File: src/rtl/mhi_pkg.sv
package mhi_pkg;
  localparam int PIX_W = 8;

  typedef logic [PIX_W-1:0] pix_t;

  typedef struct packed {
    pix_t hist;
    logic energy;
  } hist_res_t;
endpackage

File: src/rtl/mhi_motion_detect.sv
module mhi_motion_detect
  import mhi_pkg::*;
(
  input  pix_t cur_i,
  input  pix_t prev_i,
  input  pix_t thresh_i,
  output logic moving_o
);
  pix_t diff;

  always_comb begin
    diff     = (cur_i >= prev_i) ? (cur_i - prev_i) : (prev_i - cur_i);
    moving_o = diff > thresh_i;
  end
endmodule

File: src/rtl/mhi_hist_update.sv
module mhi_hist_update
  import mhi_pkg::*;
#(
  parameter int HIST_MAX = 255
) (
  input  logic      moving_i,
  input  pix_t      old_i,
  output hist_res_t res_o
);
  localparam pix_t Ceiling = pix_t'(HIST_MAX);

  always_comb begin
    if (moving_i)           res_o.hist = Ceiling;
    else if (old_i == '0)   res_o.hist = '0;
    else                    res_o.hist = old_i - pix_t'(1);
    res_o.energy = res_o.hist != '0;
  end
endmodule

File: src/rtl/mhi_seg_ctrl.sv
module mhi_seg_ctrl #(
  parameter int ADDR_W = 16
) (
  input  logic              clk_i,
  input  logic              rst_ni,
  input  logic              load_i,
  input  logic [ADDR_W-1:0] base_i,
  input  logic [ADDR_W-1:0] len_i,
  input  logic              accept_i,
  output logic              active_o,
  output logic [ADDR_W-1:0] addr_o,
  output logic              last_o
);
  logic              active_q;
  logic [ADDR_W-1:0] base_q, len_q, cnt_q;

  assign active_o = active_q;
  assign addr_o   = base_q + cnt_q;
  assign last_o   = cnt_q == (len_q - ADDR_W'(1));

  always_ff @(posedge clk_i or negedge rst_ni) begin
    if (!rst_ni) begin
      active_q <= 1'b0;
      base_q   <= '0;
      len_q    <= '0;
      cnt_q    <= '0;
    end else if (load_i) begin
      active_q <= 1'b1;
      base_q   <= base_i;
      len_q    <= len_i;
      cnt_q    <= '0;
    end else if (accept_i) begin
      cnt_q <= cnt_q + ADDR_W'(1);
      if (last_o) active_q <= 1'b0;
    end
  end
endmodule

File: src/rtl/mhi_updater.sv
module mhi_updater
  import mhi_pkg::*;
#(
  parameter int ADDR_W   = 16,
  parameter int HIST_MAX = 255
) (
  input  logic              clk_i,
  input  logic              rst_ni,
  input  logic              start_i,
  input  logic [ADDR_W-1:0] seg_base_i,
  input  logic [ADDR_W-1:0] seg_len_i,
  input  logic [7:0]        thresh_i,
  input  logic              in_valid_i,
  output logic              in_ready_o,
  input  logic [7:0]        cur_pix_i,
  input  logic [7:0]        prev_pix_i,
  input  logic [7:0]        old_hist_i,
  output logic              out_valid_o,
  output logic [ADDR_W-1:0] out_addr_o,
  output logic [7:0]        new_hist_o,
  output logic              energy_o,
  output logic              done_o
);
  logic              active, accept, load, last, moving;
  logic [ADDR_W-1:0] addr;
  pix_t              thr_q;
  hist_res_t         res;

  logic              out_valid_q, energy_q, last_q, done_q;
  logic [ADDR_W-1:0] addr_q;
  pix_t              hist_q;

  assign load       = start_i && !active && (seg_len_i != '0);
  assign accept     = in_valid_i && active;
  assign in_ready_o = active;

  mhi_seg_ctrl #(.ADDR_W(ADDR_W)) i_seg_ctrl (
    .clk_i    (clk_i),
    .rst_ni   (rst_ni),
    .load_i   (load),
    .base_i   (seg_base_i),
    .len_i    (seg_len_i),
    .accept_i (accept),
    .active_o (active),
    .addr_o   (addr),
    .last_o   (last)
  );

  mhi_motion_detect i_motion (
    .cur_i    (cur_pix_i),
    .prev_i   (prev_pix_i),
    .thresh_i (thr_q),
    .moving_o (moving)
  );

  mhi_hist_update #(.HIST_MAX(HIST_MAX)) i_hist (
    .moving_i (moving),
    .old_i    (old_hist_i),
    .res_o    (res)
  );

  always_ff @(posedge clk_i or negedge rst_ni) begin
    if (!rst_ni) thr_q <= '0;
    else if (load) thr_q <= thresh_i;
  end

  always_ff @(posedge clk_i or negedge rst_ni) begin
    if (!rst_ni) begin
      out_valid_q <= 1'b0;
      addr_q      <= '0;
      hist_q      <= '0;
      energy_q    <= 1'b0;
      last_q      <= 1'b0;
      done_q      <= 1'b0;
    end else begin
      out_valid_q <= accept;
      last_q      <= accept && last;
      done_q      <= last_q;
      if (accept) begin
        addr_q   <= addr;
        hist_q   <= res.hist;
        energy_q <= res.energy;
      end
    end
  end

  assign out_valid_o = out_valid_q;
  assign out_addr_o  = addr_q;
  assign new_hist_o  = hist_q;
  assign energy_o    = energy_q;
  assign done_o      = done_q;
endmodule

File: config.mk
export PLATFORM = sky130hd
export DESIGN_NAME = mhi_updater
export DESIGN_NICKNAME = d
export VERILOG_FILES = /design/src/rtl/mhi_pkg.sv /design/src/rtl/mhi_motion_detect.sv /design/src/rtl/mhi_hist_update.sv /design/src/rtl/mhi_seg_ctrl.sv /design/src/rtl/mhi_updater.sv
export SDC_FILE = /design/constraint.sdc
export NUM_CORES = 1
export LEC_CHECK = 0
export BUFFER_PORTS_ARGS = -buffer_cell sky130_fd_sc_hd__clkbuf_2
export CORE_AREA = 2 2 99 140
export CTS_CLUSTER_DIAMETER = 150
export DETAILED_ROUTE_END_ITERATION = 16
export DIE_AREA = 0 0 101 142
export PLACE_DENSITY = 0.65
export SLEW_MARGIN = 10
export SYNTH_ARGS = -nofsm -noshare
export SYNTH_HDL_FRONTEND = slang
export SYNTH_HIERARCHICAL = 1
export SYNTH_SLANG_ARGS = --single-unit
File: constraint.sdc
create_clock -name clk_i -period 3.5 [get_ports clk_i]
set_input_delay 0.525 -clock clk_i [delete_from_list [all_inputs] [get_ports clk_i]]
set_output_delay 0.525 -clock clk_i [all_outputs]
set_load 0.02 [all_outputs]
== Word-level counts from Yosys, hierarchy flattened ==
Index checks and enable logic that the tools add are counted.

* Bits in registers: 85
* Output and inout port bits: 28
* Word-level logic and storage cells: 39

* Add/sub/neg operators: 6
* Order comparisons: 2
* Eq/ne operators: 1
* Multiplexer cells: 8
* Reductions and logical operators: 11

{| class="wikitable"
|+ Operators by type and width
! operator !! number
|-
| $mux W16 || 2
|-
| $mux W8 || 3
|-
| $add A16 B1 Y16 const B || 1
|-
| $add A16 B16 Y16 || 1
|-
| $eq A16 B16 Y1 || 1
|-
| $reduce_bool A16 Y1 || 1
|-
| $sub A16 B1 Y16 const B || 1
|-
| $sub A8 B8 Y8 || 2
|-
| $ge A8 B8 Y1 || 1
|-
| $gt A8 B8 Y1 || 1
|-
| $logic_not A8 Y1 || 1
|-
| $reduce_bool A8 Y1 || 1
|-
| $sub A8 B1 Y8 const B || 1
|-
| $logic_and A1 B1 Y1 || 4
|-
| $reduce_bool A2 Y1 || 2
|-
| $mux W1 || 3
|-
| $reduce_and A2 Y1 || 1
|-
| $logic_not A1 Y1 || 1
|}

== Longest topological paths before layout ==
Gate-level depths: netlist of run 1.

* Depth in word-level cells: 5
* Depth in mapped cells: 17

== Hierarchy ==
Netlist of run 1, hierarchy kept.

{| class="wikitable"
|+ Modules (own cells, without submodules)
! module !! instances !! cells an instance !! area each (um^2) !! seq. area each (um^2)
|-
| mhi_seg_ctrl || 1 || 329 || 3,234.4 || 1,226.2
|-
| mhi_updater || 1 || 80 || 1,415.1 || 900.9
|-
| mhi_motion_detect || 1 || 115 || 873.3 || 0.0
|-
| mhi_hist_update || 1 || 35 || 270.3 || 0.0
|}

== Worst setup path before layout of run 1 ==
No wires, ideal clock.

* Path kind: input-to-reg
* Start point: input port cur_pix_i[0]
* End point: register energy_q, in the netlist energy_o
* Setup time: 125 ps
* Data arrival time: 3,724 ps
* Data required time: 3,375 ps
* Setup slack: -349 ps
* Stages on the path: 17
* Cell sequence: inv_1 > ha_1 > inv_1 > fa_1 > nand3_1 > a311oi_1 > a211oi_4 > mux2i_1 > xnor2_1 > ha_1 > a21o_1 > a21o_1 > a21oi_1 > a32oi_1 > a211o_1 > a211o_1 > mux2_2

{| class="wikitable"
|+ RTL lines
! what !! RTL line !! RTL
|-
| from (decl) || mhi_updater.sv:15 || <nowiki>input logic [7:0] cur_pix_i,</nowiki>
|-
| to (signal assigned) || mhi_updater.sv:82 || <nowiki>energy_q <= res.energy;</nowiki>
|-
| to (decl) || mhi_updater.sv:29 || <nowiki>logic out_valid_q, energy_q, last_q, done_q;</nowiki>
|}

==> flow_metrics.tcl, run 1 <==
set metrics [dict create \
    status "finished, violations left" \
    violations "negative setup slack" \
    tightestPinTransition_ns 0.730 \
    slew_viol_final 0 \
    synth_flop_cell "dfrtp_1" \
    cts_tree "built" \
    firstDrtPassIters 4 \
    die_x_um 101 \
    grt_setup_unrepaired "yes" \
    cts-buffers-inserted 9 \
    end_kind "flip-flop" \
    cap_violations 0 \
    synth_fp_nets 672 \
    critPathLaunchType "primary input" \
    critPathMaxFanout 3 \
    syn_area_per_cell_sq_um 10.4 \
    die_area_sq_um 14300 \
    area_growth_pct 22.2 \
    num-fill-cells 1206 \
    coreArea_sq_um 13100 \
    synth.area.top_cells "dfrtp_1, mux2_2, ha_1" \
    first_global_vias 4657 \
    syn-cell-area_sq_um 5790 \
    grt_overflow_total 0 \
    antenna_left 0 \
    cp.arrival_ns 3.73 \
    finClkSkew_ns 0.00342 \
    syn_inst 559 \
    clock-root-buffer "clkbuf_16" \
    track_usage_pct 18.4 \
    grt_pass1_wl_um 21000 \
    final-hold-violation-count 0 \
    hold_buffers 0 \
    fmax_mhz 285 \
    relSlewSlack_pct 51.2 \
    multi_input_area_sq_um 3530 \
    antenna_found_initial 0 \
    clk_latency_ns 0.33 \
    final_nets 797 \
    avgViaCountPerCell 5.41 \
    whs_ns 0.130 \
    io_buffers 95 \
    period_share_pct 100 \
    fin_ws_ns -0.0143 \
    setup_viol 1 \
    total_power_mw 4.64 \
    grt_max_degree 45 \
    die_h_um 142 \
    drc_errors 0 \
    start_util_pct 44.1 \
    synth_xor_area_share_pct 8.32 \
    clkSlewWorstSetupHoldPaths_ns 0.06 \
    fin_crit_ns 3.51 \
    worstHoldPathType "in -> async" \
    synth_fa_ha_area_share_pct 10.1 \
    route.vias.total 4566 \
    yosysTopAreaCell "dfrtp_1" \
    final_cells 844 \
    post_route_cells_drive_above_1_share_pct 35.0 \
    max_stage_delay_ns 0.37 \
    place_congestion 0.933 \
    crit_path_top_delay_cell "o31ai_1" \
    synth-seq-cells 85 \
    synth_compound_area_share_pct 11.7 \
    io-pin-count 96 \
    critical_path_class "in -> reg" \
    synth_warnings 6 \
    synth_top_family_by_area "simple AND/OR/NAND/NOR gates" \
    drtIter0Drc 190 \
    clockBufferDepth 2 \
    leakagePower_nw 3.33 \
    p_per_area_nw_per_um2 655 \
    routedWlPerCell_um 15.2 \
    synth_edf_count 0 \
    synthSimpleGateAreaFrac_pct 14.9 \
    rrSetupSlack_ns 0.65 \
    pre_cts_ws_ns -0.405 \
    synth.top_cell.area_share_pct 36.7 \
    place_hpwl_um 10100 \
    htreeDepth 3 \
    ir_drop_v 0.000460 \
    seq_area_sq_um 2130 \
    diodes 0 \
    crit_family "compound AO/OA/AOI/OAI gates" \
    rows 50 \
    timing.critical_path.buf_inv 3 \
    seq_area_frac_synth_pct 36.7 \
    routed_wl_um 12800 \
    async_flop_share_pct 100 \
    crit_chain "clkbuf_2, inv_1, ha_1, nor2b_1, o31ai_1, buf_4, a21oi_1, mux2i_2, xnor2_1, ha_1, a21o_1, a21o_1, a21oi_2, a32oi_2, a211o_1, a211o_1, mux2_2" \
    synthDistinctLibCells 64 \
    crit_required_ns 3.72 \
    dp.cells 826 \
    utilization_pct 53.9 \
    synth.area.mux_share_pct 14.0 \
    clock_sinks 85 \
]
## report_power, final
part | switching [mW] | internal, mW | total (mW)
registers | 0.299 | 1.33 | 1.63
clock network | 0.366 | 0.588 | 0.954
logic | 1.04 | 1.01 | 2.06
total | 1.71 | 2.93 | 4.64
## registers in the layout (all words and copies together) (netlist names), 8 cells and up
register           count
out_addr_o            16
i_seg_ctrl/len_q      16
new_hist_o             8
thr_q                  8
i_seg_ctrl/cnt_q      16
i_seg_ctrl/base_q     16
## kinds of logic after synthesis
kind of cell	count (synthesis)
XOR/XNOR	55
flip-flops	85
multiplexers	73
AO/OA/AOI/OAI	96
buffers and inverters	59
AND/OR/NAND/NOR	146
adder cells (fa/ha/maj)	45
## final cells by class
cell class	count	area share, %
timing repair buffer	128	10.7
inverter	45	2.42
clock buffer	12	3.62
clock inverter	3	0.636
sequential	85	30.0
multi-input combinational	415	49.8
tap	156	2.76
## placed cells by master, fill, tap and decap left out, types with 5 or more instances in the layout
cell type,instances
nor2_1,36
buf_4,31
xnor2_1,29
inv_1,43
mux2i_1,6
clkbuf_2,93
nand3_1,13
xor2_1,26
mux2_2,63
ha_1,40
nand2b_1,6
nand2_1,31
nor2b_1,5
a31oi_1,10
and3_1,8
dfrtp_1,85
nor3_1,5
o21bai_1,8
nand4_1,6
a21o_1,8
a21oi_1,22
clkbuf_16,9
o21ai_0,13
## synthesized netlist by cell type, drive strengths merged (6+ instances only)
master and number:
o21ai 15, nor2 37, nor4 8, xor2 26
mux2 66, dfrtp 85, nand3 14, buf 7
o21bai 10, clkbuf 7, xnor2 29, nor3 9
and3 8, nand2 31, inv 45, a21oi 24
nand4 6, nand2b 6, a21o 8, ha 42
mux2i 7, a31oi 10
## per-layer routing
layer | vias to the layer above | global-route usage, % | part of all wire, %
li1 | 2243 | - | -
met1 | 2206 | 20.7 | 40
met2 | 94 | 34.2 | 54
met3 | 23 | 2.85 | 3.0
met4 | 0 | 7.33 | 2.5
met5 | - | 0 | 0
## final timing paths
check,cells after the start,startpoint,to
setup / recovery,17,cur_pix_i[1],energy_o
hold / removal,1,rst_ni,i_seg_ctrl/len_q[2]
setup reg to reg,11,i_seg_ctrl/cnt_q[0],out_addr_o[14]
hold reg to reg,0,last_q,done_o
max in group asynchronous,2,rst_ni,i_seg_ctrl/cnt_q[4]
min in group clk_i,0,last_q,done_o
## per-stage QoR
step | TNS [ns] | instance area [sq um]
2_1_floorplan | -0.188 | 5820
3_3_place_gp | -1.52 | 6660
3_5_place_dp | -2.45 | 6660
4_1_cts | 0 | 6980
5_1_grt | -0.175 | 7080
6_report | -0.0143 | 7080
## timing repair
action | in CTS | in global routing
pin swaps | 1 | 0
endpoints found under the setup margin | 1 | 8
buffers inserted | 1 | 2
resized for setup | 5 | 16
(Power assumes the default switching activity.)
==> run 2, diff against run 1 <==
--- a/config.mk
+++ b/config.mk
@@ -6,13 +6,12 @@
 export NUM_CORES = 1
 export LEC_CHECK = 0
 export BUFFER_PORTS_ARGS = -buffer_cell sky130_fd_sc_hd__clkbuf_2
-export CORE_AREA = 2 2 99 140
+export CORE_AREA = 2 2 88 124
 export CTS_CLUSTER_DIAMETER = 150
 export DETAILED_ROUTE_END_ITERATION = 16
-export DIE_AREA = 0 0 101 142
-export PLACE_DENSITY = 0.65
+export DIE_AREA = 0 0 90 126
+export PLACE_DENSITY = 0.77
 export SLEW_MARGIN = 10
 export SYNTH_ARGS = -nofsm -noshare
 export SYNTH_HDL_FRONTEND = slang
-export SYNTH_HIERARCHICAL = 1
 export SYNTH_SLANG_ARGS = --single-unit
==> flow_metrics.tcl, run 2 <==
set metrics [dict create \
    status "finished, violations left" \
    violations "negative setup slack" \
    yosysTopAreaCell "dfrtp_1" \
    clock_sinks 85 \
    final_nets 818 \
    clockBufferDepth 2 \
    synth_edf_count 0 \
    htreeDepth 3 \
    ir_drop_v 0.000282 \
    critPathMaxFanout 5 \
    grt_overflow_total 0 \
    synth.top_cell.area_share_pct 38.6 \
    worstReg2RegStart "i_seg_ctrl.cnt_q[0]" \
    p_per_area_nw_per_um2 650 \
    rrSetupSlack_ns 0.64 \
    antenna_left 0 \
    finClkSkew_ns 0.00917 \
    synth.area.top_cells "dfrtp_1, ha_1, mux2_2" \
    worstReg2RegEnd "out_addr_o[12]" \
    die_x_um 90 \
    synth_most_common_cell "dfrtp_1" \
    critical_path_class "in -> reg" \
    coreArea_sq_um 10200 \
    die_area_sq_um 11300 \
    post_route_cells_drive_above_1_share_pct 26.3 \
    start_util_pct 53.8 \
    clk_latency_ns 0.34 \
    rows 44 \
    most-common-layout-cells "clkbuf_2, dfrtp_1, nand2_1, o21ai_0, nor2_1" \
    final-hold-violation-count 0 \
    async_flop_share_pct 100 \
    total_power_mw 4.38 \
    fin_area_sq_um 6730 \
    route.vias.total 4717 \
    yosys-top-cells-count "dfrtp_1, nand2_1, o21ai_0, nor2_1, ha_1" \
    routedWlPerCell_um 14.9 \
    clock-root-buffer "clkbuf_16" \
    firstDrtPassIters 4 \
    end_kind "flip-flop" \
    crit_required_ns 3.72 \
    place_hpwl_um 9550 \
    cap_violations 0 \
    seq_area_frac_synth_pct 38.6 \
    critPathLaunchType "primary input" \
    cp.arrival_ns 3.88 \
    synth_warnings 0 \
    area_growth_pct 22.1 \
    antenna_found_initial 0 \
    grt_pass1_wl_um 21500 \
    fmax_mhz 274 \
    cts-buffers-inserted 9 \
    worstHoldPathType "in -> async" \
    num-fill-cells 855 \
    r2r_cells 9 \
    period_share_pct 104 \
    drc_errors 0 \
    io-pin-count 96 \
    io_buffers 95 \
    leakagePower_nw 3.20 \
    diodes 0 \
    die_h_um 126 \
    syn_area_per_cell_sq_um 9.33 \
    cts_tree "built" \
    final_common_cell "clkbuf_2" \
    syn_inst 591 \
    fin_crit_ns 3.65 \
    fin_ws_ns -0.155 \
    synth_flop_cell "dfrtp_1" \
    utilization_pct 65.7 \
    hold_buffers 0 \
    synthDistinctLibCells 57 \
    first_global_vias 4901 \
    seq_area_sq_um 2130 \
    routed_wl_um 12600 \
    avgViaCountPerCell 5.56 \
    relSlewSlack_pct 31.8 \
    placed_cell_area_sq_um 6330 \
    syn-cell-area_sq_um 5510 \
    synth_fp_nets 703 \
    setup_viol 2 \
    drtIter0Drc 226 \
    grt_max_degree 86 \
    multi_input_area_sq_um 3230 \
    tightestPinTransition_ns 1.02 \
    grt_setup_unrepaired "yes" \
    place_congestion 0.935 \
    clkSlewWorstSetupHoldPaths_ns 0.06 \
    track_usage_pct 22.8 \
    slew_viol_final 0 \
    synth-seq-cells 85 \
]
==> run 2: cell types whose count changed in the layout (fill, tap and decap cells not counted), sizes merged, moves of 8 or more <==
| cell | change |
|---|---|
| nand4 | +9 |
| nand2 | +26 |
| mux2 | -36 |
| nor2 | +8 |
| o21ai | +38 |
| a31oi | -8 |
==> run 2: timing repair <==
item,CTS,global route
pin swaps,15,12
gates resized for setup,12,2
buffers inserted,4,2
endpoints found under the setup margin,2,9
==> run 2: logic make-up (layout without fill, tap and decap cells) <==
kind of cell | after synthesis | after routing | synth area share, %
buffers and inverters | 59 | 178 | 4.02
xor gates and xnor gates | 52 | 52 | 8.26
and+or+nand+nor | 185 | 185 | 16.8
AOI/OAI and AO/OA | 129 | 129 | 14.5
adders and majority gates | 44 | 44 | 10.4
muxes | 37 | 37 | 7.40
DFF | 85 | 85 | 38.6
==> run 2: area by class of cell <==
type | instances | area share (%)
Clock buffer | 11 | 3.61
Multi-Input combinational cell | 447 | 48.0
Inverter | 38 | 2.31
Timing Repair Buffer | 125 | 10.8
Tap cell | 138 | 2.57
Sequential cell | 85 | 31.6
Clock inverter | 4 | 1.08
==> run 2: per-stage QoR <==
step	hold WS, ns	TNS, ns	setup slack [ns]	instances
CTS	0.364	-0.366	-0.185	847
global placement	0.336	-1.50	-0.420	828
detailed placement	0.350	-2.76	-0.574	828
floorplan	0.229	-0.325	-0.196	591
global route	0.375	-0.480	-0.245	848
finish	0.350	-0.290	-0.155	848
==> run 2: how the worst max path moves through the flow <==
stage | to | depth (start not counted) | from
2_1_floorplan | energy_o | 18 | cur_pix_i[0]
3_3_place_gp | energy_o | 18 | cur_pix_i[0]
3_5_place_dp | energy_o | 18 | cur_pix_i[0]
4_1_cts | energy_o | 18 | cur_pix_i[0]
5_1_grt | energy_o | 18 | cur_pix_i[0]
6_report | energy_o | 19 | cur_pix_i[0]
==> run 2: worst max-delay path, cell delays in order <==
cell       delay, ns
clkbuf_16       0.14
inv_12          0.04
ha_4            0.12
inv_2           0.03
fa_2            0.33
a21o_1          0.17
a21oi_2         0.14
a31oi_1         0.10
a211o_1         0.34
buf_4           0.17
mux2i_1         0.12
xor2_1          0.17
ha_1            0.18
a21o_1          0.18
a21o_1          0.21
o21ai_2         0.16
a21oi_2         0.07
or3_4           0.38
o32a_1          0.29
==> run 2: per-layer routing <==
metal,vias to the layer above,share of wire (%),global-route usage (%)
li1,2322,-,-
met1,2237,41,26.1
met2,135,53,42.2
met3,23,3.9,3.41
met4,0,2.2,9.95
met5,-,0,0
==> run 2: where the power goes <==
part	internal, mW	total (mW)	switching, mW
clock	0.639	0.999	0.361
sequential	1.29	1.58	0.286
combinational	0.800	1.80	0.999
